### src/rtl/adcrx_pkg.sv
package adcrx_pkg;

  localparam int FRAME_BITS = 24;
  localparam int IDX_W      = 5;

  typedef enum logic [1:0] {
    ST_IDLE   = 2'd0,
    ST_SETTLE = 2'd1,
    ST_GAP    = 2'd2,
    ST_SHIFT  = 2'd3
  } rx_state_t;

  // Lengths outside 1..FRAME_BITS select a full frame.
  function automatic logic [IDX_W-1:0] eff_len(input logic [IDX_W-1:0] req);
    if (req == '0 || req > IDX_W'(FRAME_BITS)) return IDX_W'(FRAME_BITS);
    return req;
  endfunction

  // Place bit b at frame position pos, counted from the MSB.
  function automatic logic [FRAME_BITS-1:0] put_bit(input logic [FRAME_BITS-1:0] w,
                                                    input logic [IDX_W-1:0]      pos,
                                                    input logic                  b);
    logic [FRAME_BITS-1:0] r;
    r = w;
    r[IDX_W'(FRAME_BITS-1) - pos] = b;
    return r;
  endfunction

endpackage

### src/rtl/adcrx_sync.sv
module adcrx_sync #(
  parameter int STAGES = 2
) (
  input  logic clk,
  input  logic rst_n,
  input  logic sck_in,
  input  logic sdo_in,
  output logic sdo_s,
  output logic sck_rise
);

  logic [STAGES-1:0] sck_p;
  logic [STAGES-1:0] sdo_p;
  logic              sck_q;

  // Clock and data share one pipeline depth so each bit stays aligned with its edge.
  always_ff @(posedge clk or negedge rst_n) begin
    if (!rst_n) begin
      sck_p <= '1;
      sdo_p <= '1;
      sck_q <= 1'b1;
    end else begin
      sck_p[0] <= sck_in;
      sdo_p[0] <= sdo_in;
      for (int i = 1; i < STAGES; i++) begin
        sck_p[i] <= sck_p[i-1];
        sdo_p[i] <= sdo_p[i-1];
      end
      sck_q <= sck_p[STAGES-1];
    end
  end

  assign sdo_s    = sdo_p[STAGES-1];
  assign sck_rise = sck_p[STAGES-1] & ~sck_q;

  AST_RISE_ONE_CYCLE: assert property (@(posedge clk) disable iff (!rst_n)
    sck_rise |=> !sck_rise);

endmodule

### src/rtl/adcrx_shift.sv
module adcrx_shift
  import adcrx_pkg::*;
(
  input  logic                  clk,
  input  logic                  rst_n,
  input  logic                  clr,
  input  logic                  cap,
  input  logic                  bit_in,
  input  logic [IDX_W-1:0]      len_eff,
  output logic [FRAME_BITS-1:0] frame_next,
  output logic                  last
);

  logic [FRAME_BITS-1:0] sh;
  logic [IDX_W-1:0]      nbit;

  assign frame_next = put_bit(sh, nbit, bit_in);
  assign last       = cap && ((nbit + 1'b1) == len_eff);

  always_ff @(posedge clk or negedge rst_n) begin
    if (!rst_n) begin
      sh   <= '0;
      nbit <= '0;
    end else if (clr) begin
      sh   <= '0;
      nbit <= '0;
    end else if (cap) begin
      sh   <= frame_next;
      nbit <= nbit + 1'b1;
    end
  end

  AST_CAPTURE_IN_LENGTH: assert property (@(posedge clk) disable iff (!rst_n)
    cap |-> (nbit < len_eff));

endmodule

### src/rtl/adcrx_ctrl.sv
module adcrx_ctrl
  import adcrx_pkg::*;
#(
  parameter int SETTLE_CYC = 4,
  parameter int TIMEOUT    = 256,
  parameter int GAP_W      = 16
) (
  input  logic             clk,
  input  logic             rst_n,
  input  logic             rd_req,
  input  logic [IDX_W-1:0] len_req,
  input  logic [GAP_W-1:0] poll_gap,
  input  logic             sdo_s,
  input  logic             sck_rise,
  input  logic             last,
  output logic             cs_n,
  output logic             cap,
  output logic             clr,
  output logic             tmo_hit,
  output logic [IDX_W-1:0] len_q,
  output logic             active
);

  localparam int TMO_W = $clog2(TIMEOUT + 1);
  localparam int CNT_W = (TMO_W > GAP_W) ? TMO_W : GAP_W;

  rx_state_t        state;
  logic [CNT_W-1:0] cnt;
  logic             in_shift;
  logic             settle_end;
  logic             busy_seen;

  assign in_shift   = (state == ST_SHIFT);
  assign settle_end = (state == ST_SETTLE) && (cnt == '0);
  assign busy_seen  = settle_end && sdo_s;
  assign cap        = in_shift && sck_rise;
  assign tmo_hit    = in_shift && !sck_rise && (cnt == '0);
  assign clr        = !in_shift;
  assign active     = (state != ST_IDLE);

  always_ff @(posedge clk or negedge rst_n) begin
    if (!rst_n) begin
      state <= ST_IDLE;
      cnt   <= '0;
      cs_n  <= 1'b1;
      len_q <= IDX_W'(FRAME_BITS);
    end else begin
      unique case (state)
        ST_IDLE: begin
          if (rd_req) begin
            state <= ST_SETTLE;
            cnt   <= CNT_W'(SETTLE_CYC - 1);
            cs_n  <= 1'b0;
            len_q <= eff_len(len_req);
          end
        end
        ST_SETTLE: begin
          if (cnt == '0) begin
            if (sdo_s) begin
              state <= ST_GAP;
              cnt   <= CNT_W'(poll_gap);
              cs_n  <= 1'b1;
            end else begin
              state <= ST_SHIFT;
              cnt   <= CNT_W'(TIMEOUT - 1);
            end
          end else begin
            cnt <= cnt - 1'b1;
          end
        end
        ST_GAP: begin
          if (cnt == '0) begin
            state <= ST_SETTLE;
            cnt   <= CNT_W'(SETTLE_CYC - 1);
            cs_n  <= 1'b0;
          end else begin
            cnt <= cnt - 1'b1;
          end
        end
        ST_SHIFT: begin
          if (sck_rise) begin
            cnt <= CNT_W'(TIMEOUT - 1);
            if (last) begin
              state <= ST_IDLE;
              cs_n  <= 1'b1;
            end
          end else if (cnt == '0) begin
            state <= ST_IDLE;
            cs_n  <= 1'b1;
          end else begin
            cnt <= cnt - 1'b1;
          end
        end
        default: state <= ST_IDLE;
      endcase
    end
  end

  AST_IDLE_SELECT_HIGH: assert property (@(posedge clk) disable iff (!rst_n)
    (state == ST_IDLE) |-> cs_n);
  AST_BUSY_RELEASE: assert property (@(posedge clk) disable iff (!rst_n)
    busy_seen |=> (cs_n && state == ST_GAP));
  AST_GAP_SELECT_HIGH: assert property (@(posedge clk) disable iff (!rst_n)
    (state == ST_GAP) |-> cs_n);
  AST_SHIFT_SELECT_LOW: assert property (@(posedge clk) disable iff (!rst_n)
    in_shift |-> !cs_n);
  AST_DONE_RELEASE: assert property (@(posedge clk) disable iff (!rst_n)
    last |=> (cs_n && state == ST_IDLE));
  AST_TMO_RELEASE: assert property (@(posedge clk) disable iff (!rst_n)
    tmo_hit |=> (cs_n && state == ST_IDLE));
  AST_LEN_STABLE: assert property (@(posedge clk) disable iff (!rst_n)
    (active && $past(active)) |-> $stable(len_q));

endmodule

### src/rtl/selfclk_adc_rx.sv
module selfclk_adc_rx
  import adcrx_pkg::*;
#(
  parameter int SYNC_STAGES = 2,
  parameter int SETTLE_CYC  = 4,
  parameter int TIMEOUT     = 256,
  parameter int GAP_W       = 16
) (
  input  logic                  clk,
  input  logic                  rst_n,
  input  logic                  rd_req,
  input  logic [IDX_W-1:0]      frame_len,
  input  logic [GAP_W-1:0]      poll_gap,
  input  logic                  adc_sck,
  input  logic                  adc_sdo,
  output logic                  adc_cs_n,
  output logic [FRAME_BITS-1:0] word_o,
  output logic                  word_vld,
  output logic                  rx_err,
  output logic                  rx_busy
);

  // Events shared between the sub-blocks and the assertions
  logic                  sdo_s;
  logic                  sck_rise;
  logic                  cap;
  logic                  clr;
  logic                  frame_done;
  logic                  tmo_hit;
  logic [IDX_W-1:0]      len_q;
  logic [FRAME_BITS-1:0] frame_next;

  adcrx_sync #(.STAGES(SYNC_STAGES)) u_sync (
    .clk      (clk),
    .rst_n    (rst_n),
    .sck_in   (adc_sck),
    .sdo_in   (adc_sdo),
    .sdo_s    (sdo_s),
    .sck_rise (sck_rise)
  );

  adcrx_ctrl #(
    .SETTLE_CYC (SETTLE_CYC),
    .TIMEOUT    (TIMEOUT),
    .GAP_W      (GAP_W)
  ) u_ctrl (
    .clk      (clk),
    .rst_n    (rst_n),
    .rd_req   (rd_req),
    .len_req  (frame_len),
    .poll_gap (poll_gap),
    .sdo_s    (sdo_s),
    .sck_rise (sck_rise),
    .last     (frame_done),
    .cs_n     (adc_cs_n),
    .cap      (cap),
    .clr      (clr),
    .tmo_hit  (tmo_hit),
    .len_q    (len_q),
    .active   (rx_busy)
  );

  adcrx_shift u_shift (
    .clk        (clk),
    .rst_n      (rst_n),
    .clr        (clr),
    .cap        (cap),
    .bit_in     (sdo_s),
    .len_eff    (len_q),
    .frame_next (frame_next),
    .last       (frame_done)
  );

  always_ff @(posedge clk or negedge rst_n) begin
    if (!rst_n) begin
      word_o   <= '0;
      word_vld <= 1'b0;
      rx_err   <= 1'b0;
    end else begin
      word_vld <= frame_done;
      rx_err   <= tmo_hit;
      if (frame_done) word_o <= frame_next;
    end
  end

  AST_VLD_SINGLE: assert property (@(posedge clk) disable iff (!rst_n)
    word_vld |=> !word_vld);
  AST_VLD_WITH_RELEASE: assert property (@(posedge clk) disable iff (!rst_n)
    word_vld |-> adc_cs_n);
  AST_WORD_HOLD: assert property (@(posedge clk) disable iff (!rst_n)
    !word_vld |-> $stable(word_o));
  AST_ERR_NOT_VLD: assert property (@(posedge clk) disable iff (!rst_n)
    !(word_vld && rx_err));

endmodule

### config.mk
export PLATFORM = sky130hd
export DESIGN_NAME = selfclk_adc_rx
export DESIGN_NICKNAME = d
export VERILOG_FILES = /design/src/rtl/adcrx_pkg.sv /design/src/rtl/adcrx_sync.sv /design/src/rtl/adcrx_shift.sv /design/src/rtl/adcrx_ctrl.sv /design/src/rtl/selfclk_adc_rx.sv
export SDC_FILE = /design/constraint.sdc
export NUM_CORES = 1
export LEC_CHECK = 0
export ABC_AREA = 1
export BUFFER_PORTS_ARGS = -buffer_cell sky130_fd_sc_hd__buf_2
export CAP_MARGIN = 20
export CORE_MARGIN = 4
export CORE_UTILIZATION = 35
export CTS_CLUSTER_DIAMETER = 100
export DETAILED_ROUTE_END_ITERATION = 10
export GPL_TIMING_DRIVEN = 0
export PLACE_DENSITY = 0.58
export SYNTH_ARGS = -nofsm -noshare
export SYNTH_HDL_FRONTEND = slang
export SYNTH_SLANG_ARGS = --single-unit
### constraint.sdc
create_clock -name clk -period 2.4 [get_ports clk]
set_clock_uncertainty 0.15 [all_clocks]
set_input_delay 0 -clock clk [delete_from_list [all_inputs] [get_ports clk]]
set_output_delay 0 -clock clk [all_outputs]
set_load 0.05 [all_outputs]
==> key figures, run 1 <==
Status
  • Outcome: completed

Layout
  • Share of layout cells above drive strength 1: 19.6%
  • Final-layout fill cell count: 1306
  • Antenna diode count: 0
  • Most frequent cells in the layout: nand2_1, dfrtp_1, o21ai_0
  • Commonest non-fill, non-tap cell in the layout: nand2_1
  • Finished Cell Area: 0.00569 mm^2
  • Nets: approximately 700
  • Layout overhead on the synthesized area: 25.5%

Critical path
  • Crit path required time: 2.51 ns
  • WP data arrival: 2.38 ns
  • CP max-delay cell: dlygate4sd3_1
  • CP peak stage delay: 0.58 ns
  • Startpoint Class: flop
  • CP delay by family, top: buffers and inverters
  • Worst-path fanout max: 6
  • Top cell by count, worst path: dlygate4sd3_1
  • Crit end category: flop
  • Crit Path Class: reg2reg
  • Buffer and inverter count on the worst path: 3
  • Worst-path cell chain: nor2_2, inv_2, nor3_1, dlygate4sd3_1, a21oi_1, dlygate4sd3_1

Detailed routing
  • First-pass iteration count of the detailed router: 5
  • Final WL: 11.5 mm
  • Antenna-violating nets left: 0
  • DR vias: roughly 4200
  • Vias per cell: 4.84
  • WL/cell: roughly 13 um
  • DRT iter0 DRCs: 282
  • # DRC: 0

Synthesis
  • Ranking of synthesized cells by area: dfrtp_1, nand2_1, o21ai_0
  • Syn_nets: 621
  • Asr flop ratio synth: 100%
  • Register area share after synthesis: 46.6%
  • Seq cells post-synth: 84
  • Number of synthesized flops with an enable pin: 0
  • Synth cell types: 34
  • Ys Warns: 0
  • Area leader, netlist: dfrtp_1
  • Synth top area share: 42.0%
  • Synthesized area: 0.00453 mm^2
  • Post-Synthesis Cells: 589
  • Syn Area/Cell: 7.69 um^2
  • Synth Flop Type: dfrtp_1

Clock network
  • Clock latency on the worst-skew pair: about 0.34 ns
  • Clock transition at path regs: roughly 0.060 ns
  • CTS tree: done
  • Clock tree root driver cell: clkbuf_16
  • CTS H-tree lvls: 3
  • CTS sink cnt: 84
  • Maximum root-to-sink buffer count: 2
  • CTS Buf Count: 9
  • Postcts setup bufs: 0

Die
  • Core outline area: 0.0127 mm^2
  • IO Pins: 54
  • Die Area: around 0.015 mm^2
  • Site Rows: roughly 40
  • Die H: 122 um
  • Initial core utilization: 35.8%
  • Die Width: about 120 um

Global route
  • Vias in the first global route: 4060
  • First-pass GRT wire length: slightly below 20 mm
  • Initial antenna violation count: 0
  • Gr ovfl total: 0
  • Largest net degree at the start of global routing: 58
  • All-Layer GR Usage: 16.1%

STA
  • Tightest Pin Transition: 0.700 ns
  • Endpoints failing hold: 0
  • Unrepaired setup endpoints after global routing: false
  • Rel. slew slack: a little over half
  • Fmax: roughly 440 MHz
  • Post-Route Setup TNS: 0 ns
  • Final Max Tran Viols: 0
  • Period utilization: 94.4%
  • Min Tclk post-route: 2.27 ns
  • Count of final setup violators: 0

Place
  • Detailed placement HPWL: 8.09 mm
  • RD Place Congestion: a little under 0.9
  • Post-DP Area: 0.00504 mm^2
  • # port buffers: 53

Job
  • Maximum Capacitance Violations: 0

Power and ir drop
  • Pwr Density: 524 mW/mm^2
  • Peak VDD IR: between 0.3 and 0.4 mV
  • Total power: 0.00298 W
  • Pleak: 2.58 nW

Min path
  • HP Class: in2reg
==> repair_timing <==
item	4_1_cts	5_1_grt
hold buffers	32	0
hold endpoints to repair	99	0
setup endpoints to repair	0	26
resized for setup	0	7
==> Yosys cell counts (4+ instances only) <==
cell type  instances
dfrtp_1           76
o22ai_1            4
nand2_2           10
inv_2              5
a31oi_1           11
xor2_1             6
ha_1               6
buf_6              5
o21ai_0           62
nand4_1            6
nand3_1           29
o21ai_2           14
nor3_1             8
nor2_1            47
nand2_1          173
o21ai_1           11
dfstp_2            8
clkbuf_1           9
inv_1             56
a21oi_1           16
==> where the power goes <==
part	internal (W)	switching (W)
Clock	0.000833	0.000578
Sequential	0.00143	0.00000504
Combinational	0.0000633	0.0000713
Total	0.00233	0.000654
==> sequential cells by signal, indices dropped and copies added (netlist names) <==
name          flops
rx_err            1
u_ctrl.cnt       16
u_ctrl.cs_n       1
u_ctrl.len_q      5
u_ctrl.state      2
u_shift.nbit      5
u_shift.sh       24
u_sync.sck_p      2
u_sync.sck_q      1
u_sync.sdo_p      2
word_o           24
word_vld          1
==> cell type report <==
cell class                      count  area (um^2)  area share, %
Inverter                           62          235           4.14
Sequential cell                    84         2110           37.2
Timing Repair Buffer               86          626           11.0
Buffer                             20          116           2.05
Clock buffer                       10          239           4.20
Tap cell                          172          215           3.79
Multi-Input combinational cell    423         2080           36.6
Clock inverter                      5         60.1           1.06
==> layer usage <==
metal,track usage [%],vias to the layer above,wire (um)
li1,-,2096,-
met1,21.4,1961,5290
met2,26.9,101,5450
met3,3.53,18,577
met4,3.99,0,142
met5,0,-,0
==> cells by family (layout without fill, tap and decap cells) <==
logic type	after synthesis	in the layout	synth area share, %
buf+inv	82	183	7.76
xor+xnor	9	9	1.74
fa+ha+maj	6	6	1.66
flops	84	84	46.6
compound gates	121	121	15.1
simple gates	287	287	27.1
==> worst min-delay path, cell delays in order <==
cell     delay [ns]
buf_2          0.07
or2_2          0.09
o21ai_0        0.07
nor2_1         0.08
o21ai_0        0.10
nand2_1        0.06
==> per-stage QoR <==
| step | worst slack [ns] | cells | hold WS (ns) | util (%) |
|---|---|---|---|---|
| 3_3_place_gp | 0.166 | 814 | -0.0453 | 39.5 |
| 5_1_grt | 0.00500 | 862 | 0.0471 | 44.9 |
| 4_1_cts | 0.0905 | 862 | 0.00454 | 44.8 |
| 6_report | 0.134 | 862 | 0.0243 | 44.9 |
| 2_1_floorplan | 0.426 | 589 | -0.446 | - |
| 3_5_place_dp | 0.133 | 815 | -0.200 | 39.8 |
==> path summary, 6_finish.rpt <==
check                      cells past startpoint  slack [ns]            start         endpoint
max                                            6        0.13  u_ctrl.state[0]  u_ctrl.len_q[4]
min                                            6        0.02      poll_gap[1]    u_ctrl.cnt[1]
max reg2reg                                    6        0.13  u_ctrl.state[0]  u_ctrl.len_q[4]
min reg2reg                                    0        0.21  u_sync.sck_p[0]  u_sync.sck_p[1]
max in group asynchronous                      3        1.71            rst_n      u_ctrl.cs_n
min in group asynchronous                      3        0.04            rst_n   u_shift.sh[13]
Power figures use the tool's default switching activity.
==> run 2, diff against run 1 <==
- CELL_PAD_IN_SITES_DETAIL_PLACEMENT: not set -> 0
- CELL_PAD_IN_SITES_GLOBAL_PLACEMENT: not set -> 1
- PLACE_DENSITY: 0.58 -> 0.72
==> run 2 against run 1 <==
Against the previous run:
- the run now ends with hold timing left
- first-iteration DRC count decreased by 32%
- combinational power decreased by 4%
- maximum frequency decreased by 1.8%
- sequential power about the same
- worst setup slack got worse by 0.041 ns
- critical path depth unchanged
- wire length increased by 2.6%
- register-to-register slack got worse by 0.04 ns
- via count decreased by 1.4%
- clock power decreased by 4%
- global-route usage increased by 0.69 points
- critical path type unchanged
- highest routed layer unchanged
==> key figures, run 2 (synthesis results as in run 1) <==
Layout
  • Regs by FF count: u_shift.sh (24), word_o (24), u_ctrl.cnt (16)
  • Most frequent cells in the layout: nand2_1, dfrtp_1, o21ai_0
  • Nets: 716 (-0.28%)
  • Commonest non-fill, non-tap cell in the layout: nand2_1
  • Layout overhead on the synthesized area: 24.5%
  • Share of layout cells above drive strength 1: 19.0% (-0.55 points)
  • Final-layout fill cell count: 1342 (+2.8%)
  • Antenna diode count: 0 (unchanged)

Power and ir drop
  • Pleak: 2.57 nW (-0.36%)
  • Peak VDD IR: 0.254 mV (-19%)
  • Pwr Density: 519 mW/mm^2 (-0.96%)

Die
  • Die H: 122 um (unchanged)
  • Die Width: 122 um (unchanged)
  • Site Rows: 41 (unchanged)
  • IO Pins: 54 (unchanged)
  • Initial core utilization: 35.8% (unchanged)
  • Die Area: 0.0148 mm^2 (unchanged)
  • Core outline area: 0.0127 mm^2 (unchanged)

STA
  • Fmax: 433 MHz (-1.8%)
  • Tightest Pin Transition: 0.847 ns (+0.147 ns)
  • Count of final setup violators: 0 (unchanged)
  • Min Tclk post-route: 2.31 ns (+0.0413 ns)
  • Worst hold slack: -0.0121 ns (-0.0364 ns)
  • Period utilization: 96.1% (+1.7 points)
  • Final Max Tran Viols: 0 (unchanged)
  • Endpoints failing hold: 2 (+2)
  • Rel. slew slack: 43.3% (-9.6 points)
  • Final setup margin: 0.0928 ns (-0.0413 ns)

Critical path
  • CP peak stage delay: 0.57 ns (about the same)
  • FF-to-FF End: u_ctrl.len_q[4]
  • CP max-delay cell: dlygate4sd3_1
  • Worst R2R Path Depth: 6 (unchanged)
  • Worst-path cell chain: nor2_2, inv_1, nor3_1, dlygate4sd3_1, a21oi_1, dlygate4sd3_1
  • WP data arrival: 2.43 ns (+0.05 ns)
  • Startpoint Class: flop
  • Crit Path Class: reg2reg
  • Top cell by count, worst path: dlygate4sd3_1
  • Worst r2r src: u_ctrl.state[0]
  • Crit path required time: 2.52 ns (about the same)
  • Reg-to-reg setup timing slack: 0.09 ns (-0.04 ns)
  • Crit end category: flop
  • Worst-path fanout max: 6 (unchanged)

Place
  • Worst slack at placement: 0.137 ns (+0.00366 ns)
  • # port buffers: 53 (unchanged)
  • RD Place Congestion: 0.798 (-8.1%)
  • Detailed placement HPWL: 8.25 mm (+2.1%)

Min path
  • Hold path depth: 5 (-1)
  • Hold endpoint: u_ctrl.cnt[5]
  • Hold Path Origin: poll_gap[5]
  • HP Class: in2reg

Global route
  • All-Layer GR Usage: 16.8% (+0.69 points)
  • Initial antenna violation count: 0 (unchanged)
  • Vias in the first global route: 4019 (-1.0%)
  • Gr ovfl total: 0 (unchanged)
  • Largest net degree at the start of global routing: 62 (+6.9%)
  • First-pass GRT wire length: 19.9 mm (+2.5%)

Clock network
  • CTS H-tree lvls: 3 (unchanged)
  • CTS Buf Count: 9 (unchanged)
  • Maximum root-to-sink buffer count: 2 (unchanged)
  • CTS tree: done
  • Clock tree root driver cell: clkbuf_16
  • Clock transition at path regs: 0.06 ns (about the same)
  • CTS sink cnt: 84 (unchanged)
  • Clock latency on the worst-skew pair: 0.35 ns (about the same)

Status
  • Outcome: finished, violations left
  • Failing checks: hold timing

Detailed routing
  • Antenna-violating nets left: 0 (unchanged)
  • First-pass iteration count of the detailed router: 4 (-1)
  • DRT iter0 DRCs: 192 (-32%)
  • Vias per cell: 4.78 (-1.3%)
  • Final WL: 11.8 mm (+2.6%)
  • DR vias: 4117 (-1.4%)
  • WL/cell: 13.7 um (+2.7%)
  • # DRC: 0 (unchanged)

Job
  • Maximum Capacitance Violations: 0 (unchanged)
-- run 2: area by class of cell --
cell class / instances / area (um^2) / share of cell area (%)
sequential: 84 / 2110 / 37.5
multi-input combinational: 423 / 2070 / 36.8
tap: 172 / 215 / 3.82
clock inverter: 5 / 36.3 / 0.643
buffer: 20 / 116 / 2.06
timing repair buffer: 84 / 596 / 10.6
inverter: 62 / 235 / 4.17
clock buffer: 11 / 253 / 4.48
-- run 2: what timing repair did --
item / CTS / global route
resized for setup: 0 / 3
setup endpoints to repair: 0 / 13
hold endpoints to repair: 104 / 0
hold buffers: 30 / 0
buffers inserted: 0 / 0
-- run 2: through the flow --
stage | power [W] | instances | cell area, um^2 | util [%] | TNS, ns
detailed placement | 0.00156 | 815 | 5040 | 39.8 | 0
finish | 0.00293 | 861 | 5640 | 44.5 | 0
CTS | 0.00296 | 861 | 5630 | 44.4 | 0
floorplan | 0.00149 | 589 | 4530 | - | 0
global route | 0.00304 | 861 | 5640 | 44.5 | -0.0180
global placement | 0.00155 | 814 | 5010 | 39.5 | 0
-- run 2: worst max path at each step --
stage	from	endpoint	slack [ns]	depth (start not counted)
global route	u_ctrl.state[0]	u_ctrl.len_q[4]	-0.02	6
floorplan	u_shift.nbit[0]	word_o[15]	0.43	13
CTS	u_ctrl.state[0]	u_ctrl.len_q[4]	0.11	6
detailed placement	u_shift.nbit[0]	word_o[18]	0.14	13
finish	u_ctrl.state[0]	u_ctrl.len_q[4]	0.09	6
global placement	u_shift.nbit[0]	word_o[20]	0.15	13
-- run 2: critical path, delay by kind of cell (launching register included) --
kind	cells	cell delay [ns]
DFF	1	0.45
AOI/OAI and AO/OA	1	0.06
buffers and inverters	3	1.26
and+or+nand+nor	2	0.32
-- run 2: power breakdown --
group / leakage, nW / internal [W] / switching [W]
sequential: 1.08 / 0.00143 / 0.00000499
combinational: 1.35 / 0.0000599 / 0.0000704
clock: 0.145 / 0.000760 / 0.000602
-- run 2: layer usage --
metal	wire length [um]	GRT usage (%)	share of wire [%]
met5	0	0	0
met4	155	5.67	1.3
met3	415	2.37	3.5
met2	5260	26.5	45
met1	5930	23.9	50
==> run 3, diff against run 2 <==
- CORE_ASPECT_RATIO: not set -> 0.6
==> run 3 against run 2 <==
Against the previous run:
- the flow now finishes without violations
- non-clock buffer count is 4 higher
- utilization up 1.1 points
- sequential share of layout area is essentially flat
- sequential power about the same
- total power decreased by 2.4%
- clock power down 5%
- critical endpoint unchanged
==> key figures, run 3 (synthesis results as in run 1) <==
Die
  • Initial core utilization: 36.6% (+0.86 points)
  • Die Width: 155 um (+27%)
  • Die H: 96.1 um (-21%)
  • Core outline area: 0.0124 mm^2 (-2.4%)
  • Site Rows: 31 (-24%)
  • IO Pins: 54 (unchanged)
  • Die Area: 0.0149 mm^2 (+0.40%)

Power and ir drop
  • Peak VDD IR: 0.379 mV (+49%)
  • Pleak: 2.57 nW (about the same)
  • Pwr Density: 506 mW/mm^2 (-2.6%)

STA
  • Worst hold slack: 0.0332 ns (+0.0453 ns)
  • Rel. slew slack: 50.6% (+7.3 points)
  • Endpoints failing hold: 0 (-2)
  • Fmax: 442 MHz (+2.0%)
  • Final Max Tran Viols: 0 (unchanged)
  • Post-Route Setup TNS: 0 ns (unchanged)
  • Tightest Pin Transition: 0.738 ns (-0.109 ns)
  • Count of final setup violators: 0 (unchanged)
  • Min Tclk post-route: 2.26 ns (-0.0447 ns)
  • Unrepaired setup endpoints after global routing: false
  • Period utilization: 94.3% (-1.9 points)

Critical path
  • WP data arrival: 2.38 ns (-0.05 ns)
  • Crit path required time: 2.51 ns (about the same)
  • Crit end category: flop
  • Startpoint Class: flop
  • Worst-path fanout max: 6 (unchanged)
  • Crit Path Class: reg2reg

Clock network
  • CTS sink cnt: 84 (unchanged)
  • CTS H-tree lvls: 3 (unchanged)
  • Clock latency on the worst-skew pair: 0.34 ns (about the same)
  • CTS Buf Count: 9 (unchanged)
  • Clock transition at path regs: 0.06 ns (about the same)
  • CTS tree: done
  • Maximum root-to-sink buffer count: 2 (unchanged)
  • Clock tree root driver cell: clkbuf_16

Layout
  • Commonest non-fill, non-tap cell in the layout: nand2_1
  • Regs by FF count: u_shift.sh (24), word_o (24), u_ctrl.cnt (16)
  • Antenna diode count: 0 (unchanged)
  • Most frequent cells in the layout: nand2_1, dfrtp_1, o21ai_0
  • Share of layout cells above drive strength 1: 19.3% (+0.32 points)
  • Nets: 720 (+0.56%)
  • Layout overhead on the synthesized area: 24.6%

Detailed routing
  • DRT iter0 DRCs: 300 (+56%)
  • Vias per cell: 4.87 (+1.9%)
  • First-pass iteration count of the detailed router: 4 (unchanged)
  • # DRC: 0 (unchanged)
  • DR vias: 4179 (+1.5%)
  • Final WL: 12.1 mm (+3.3%)
  • Antenna-violating nets left: 0 (unchanged)
  • WL/cell: 14.1 um (+3.6%)

Min path
  • HP Class: in2reg

Global route
  • First-pass GRT wire length: 20.3 mm (+2.1%)
  • Initial antenna violation count: 0 (unchanged)
  • Met1 Usage GRT: 27.1% (+3.2 points)
  • Largest net degree at the start of global routing: 69 (+11%)
  • Gr ovfl total: 0 (unchanged)
  • GRT met2 Usage: 23.3% (-3.1 points)
  • Met3 GRT Util: 3.64% (+1.3 points)
  • All-Layer GR Usage: 17.1% (+0.22 points)
  • Top Usage Layer GRT: met1
  • Vias in the first global route: 3883 (-3.4%)

Job
  • Maximum Capacitance Violations: 0 (unchanged)

Place
  • RD Place Congestion: 0.849 (+6.4%)
  • # port buffers: 53 (unchanged)
  • Detailed placement HPWL: 8.84 mm (+7.1%)

Status
  • Outcome: completed
-- run 3: cell types whose count changed in the layout (fill, tap and decap cells not counted) --
cell,delta
inv_2,+1
dlygate4sd3_1,+1
buf_4,+3
dfrtp_2,+1
clkbuf_8,-1
inv_1,-1
clkbuf_1,+2
clkinvlp_4,+2
dfrtp_1,-1
clkinv_4,-3
-- run 3: per-layer routing --
metal	part of all wire, %	routed length, um
met2	40	4810
met3	4.4	531
met4	0.87	106
met5	0	0
met1	55	6690
-- run 3: critical path, cell delays in order (launching register included) --
cell	delay (ns)
dfrtp_2	0.44
nor2_2	0.15
inv_2	0.10
nor3_1	0.15
dlygate4sd3_1	0.57
a21oi_1	0.06
dlygate4sd3_1	0.57
-- run 3: repair_timing --
item                       CTS  global route
gates resized for setup      0             5
setup endpoints to repair    0            27
buffers inserted             0             3
hold buffers                31             0
hold endpoints to repair    99             0
-- run 3: path summary, 6_finish.rpt --
path                                    to  depth (start not counted)  slack [ns]       startpoint
max                        u_ctrl.len_q[4]                          6        0.14  u_ctrl.state[0]
min                          u_ctrl.cnt[1]                          6        0.03      poll_gap[1]
max reg2reg                u_ctrl.len_q[4]                          6        0.14  u_ctrl.state[0]
min reg2reg                u_sync.sdo_p[1]                          0        0.20  u_sync.sdo_p[0]
max in group asynchronous   u_ctrl.cnt[12]                          3        0.94            rst_n
min in group asynchronous    u_shift.sh[9]                          3        0.08            rst_n
-- run 3: power breakdown --
| group | internal (W) | switching [W] | total, W | leakage, nW |
|---|---|---|---|---|
| sequential | 0.00143 | 0.00000493 | 0.00144 | 1.08 |
| combinational | 0.0000611 | 0.0000723 | 0.000133 | 1.37 |
| clock | 0.000727 | 0.000561 | 0.00129 | 0.129 |
| total | 0.00222 | 0.000638 | 0.00286 | 2.57 |
-- run 3: cell type report --
type | count | area, um^2
sequential | 84 | 2110
buffer | 20 | 116
clock buffer | 12 | 246
inverter | 62 | 235
clock inverter | 4 | 25.0
timing repair buffer | 88 | 628
fill | 1244 | 6730
tap | 165 | 206
multi-input combinational | 423 | 2070
-- run 3: through the flow --
step	std cells	power (W)	setup slack (ns)	util (%)	cell area, um^2
floorplan	589	0.00149	0.426	-	4530
finish	858	0.00286	0.137	45.6	5650
global route	858	0.00299	0.00429	45.6	5650
global placement	807	0.00155	0.118	40.4	5000
CTS	855	0.00290	0.0880	45.4	5610
detailed placement	808	0.00156	0.106	40.7	5030
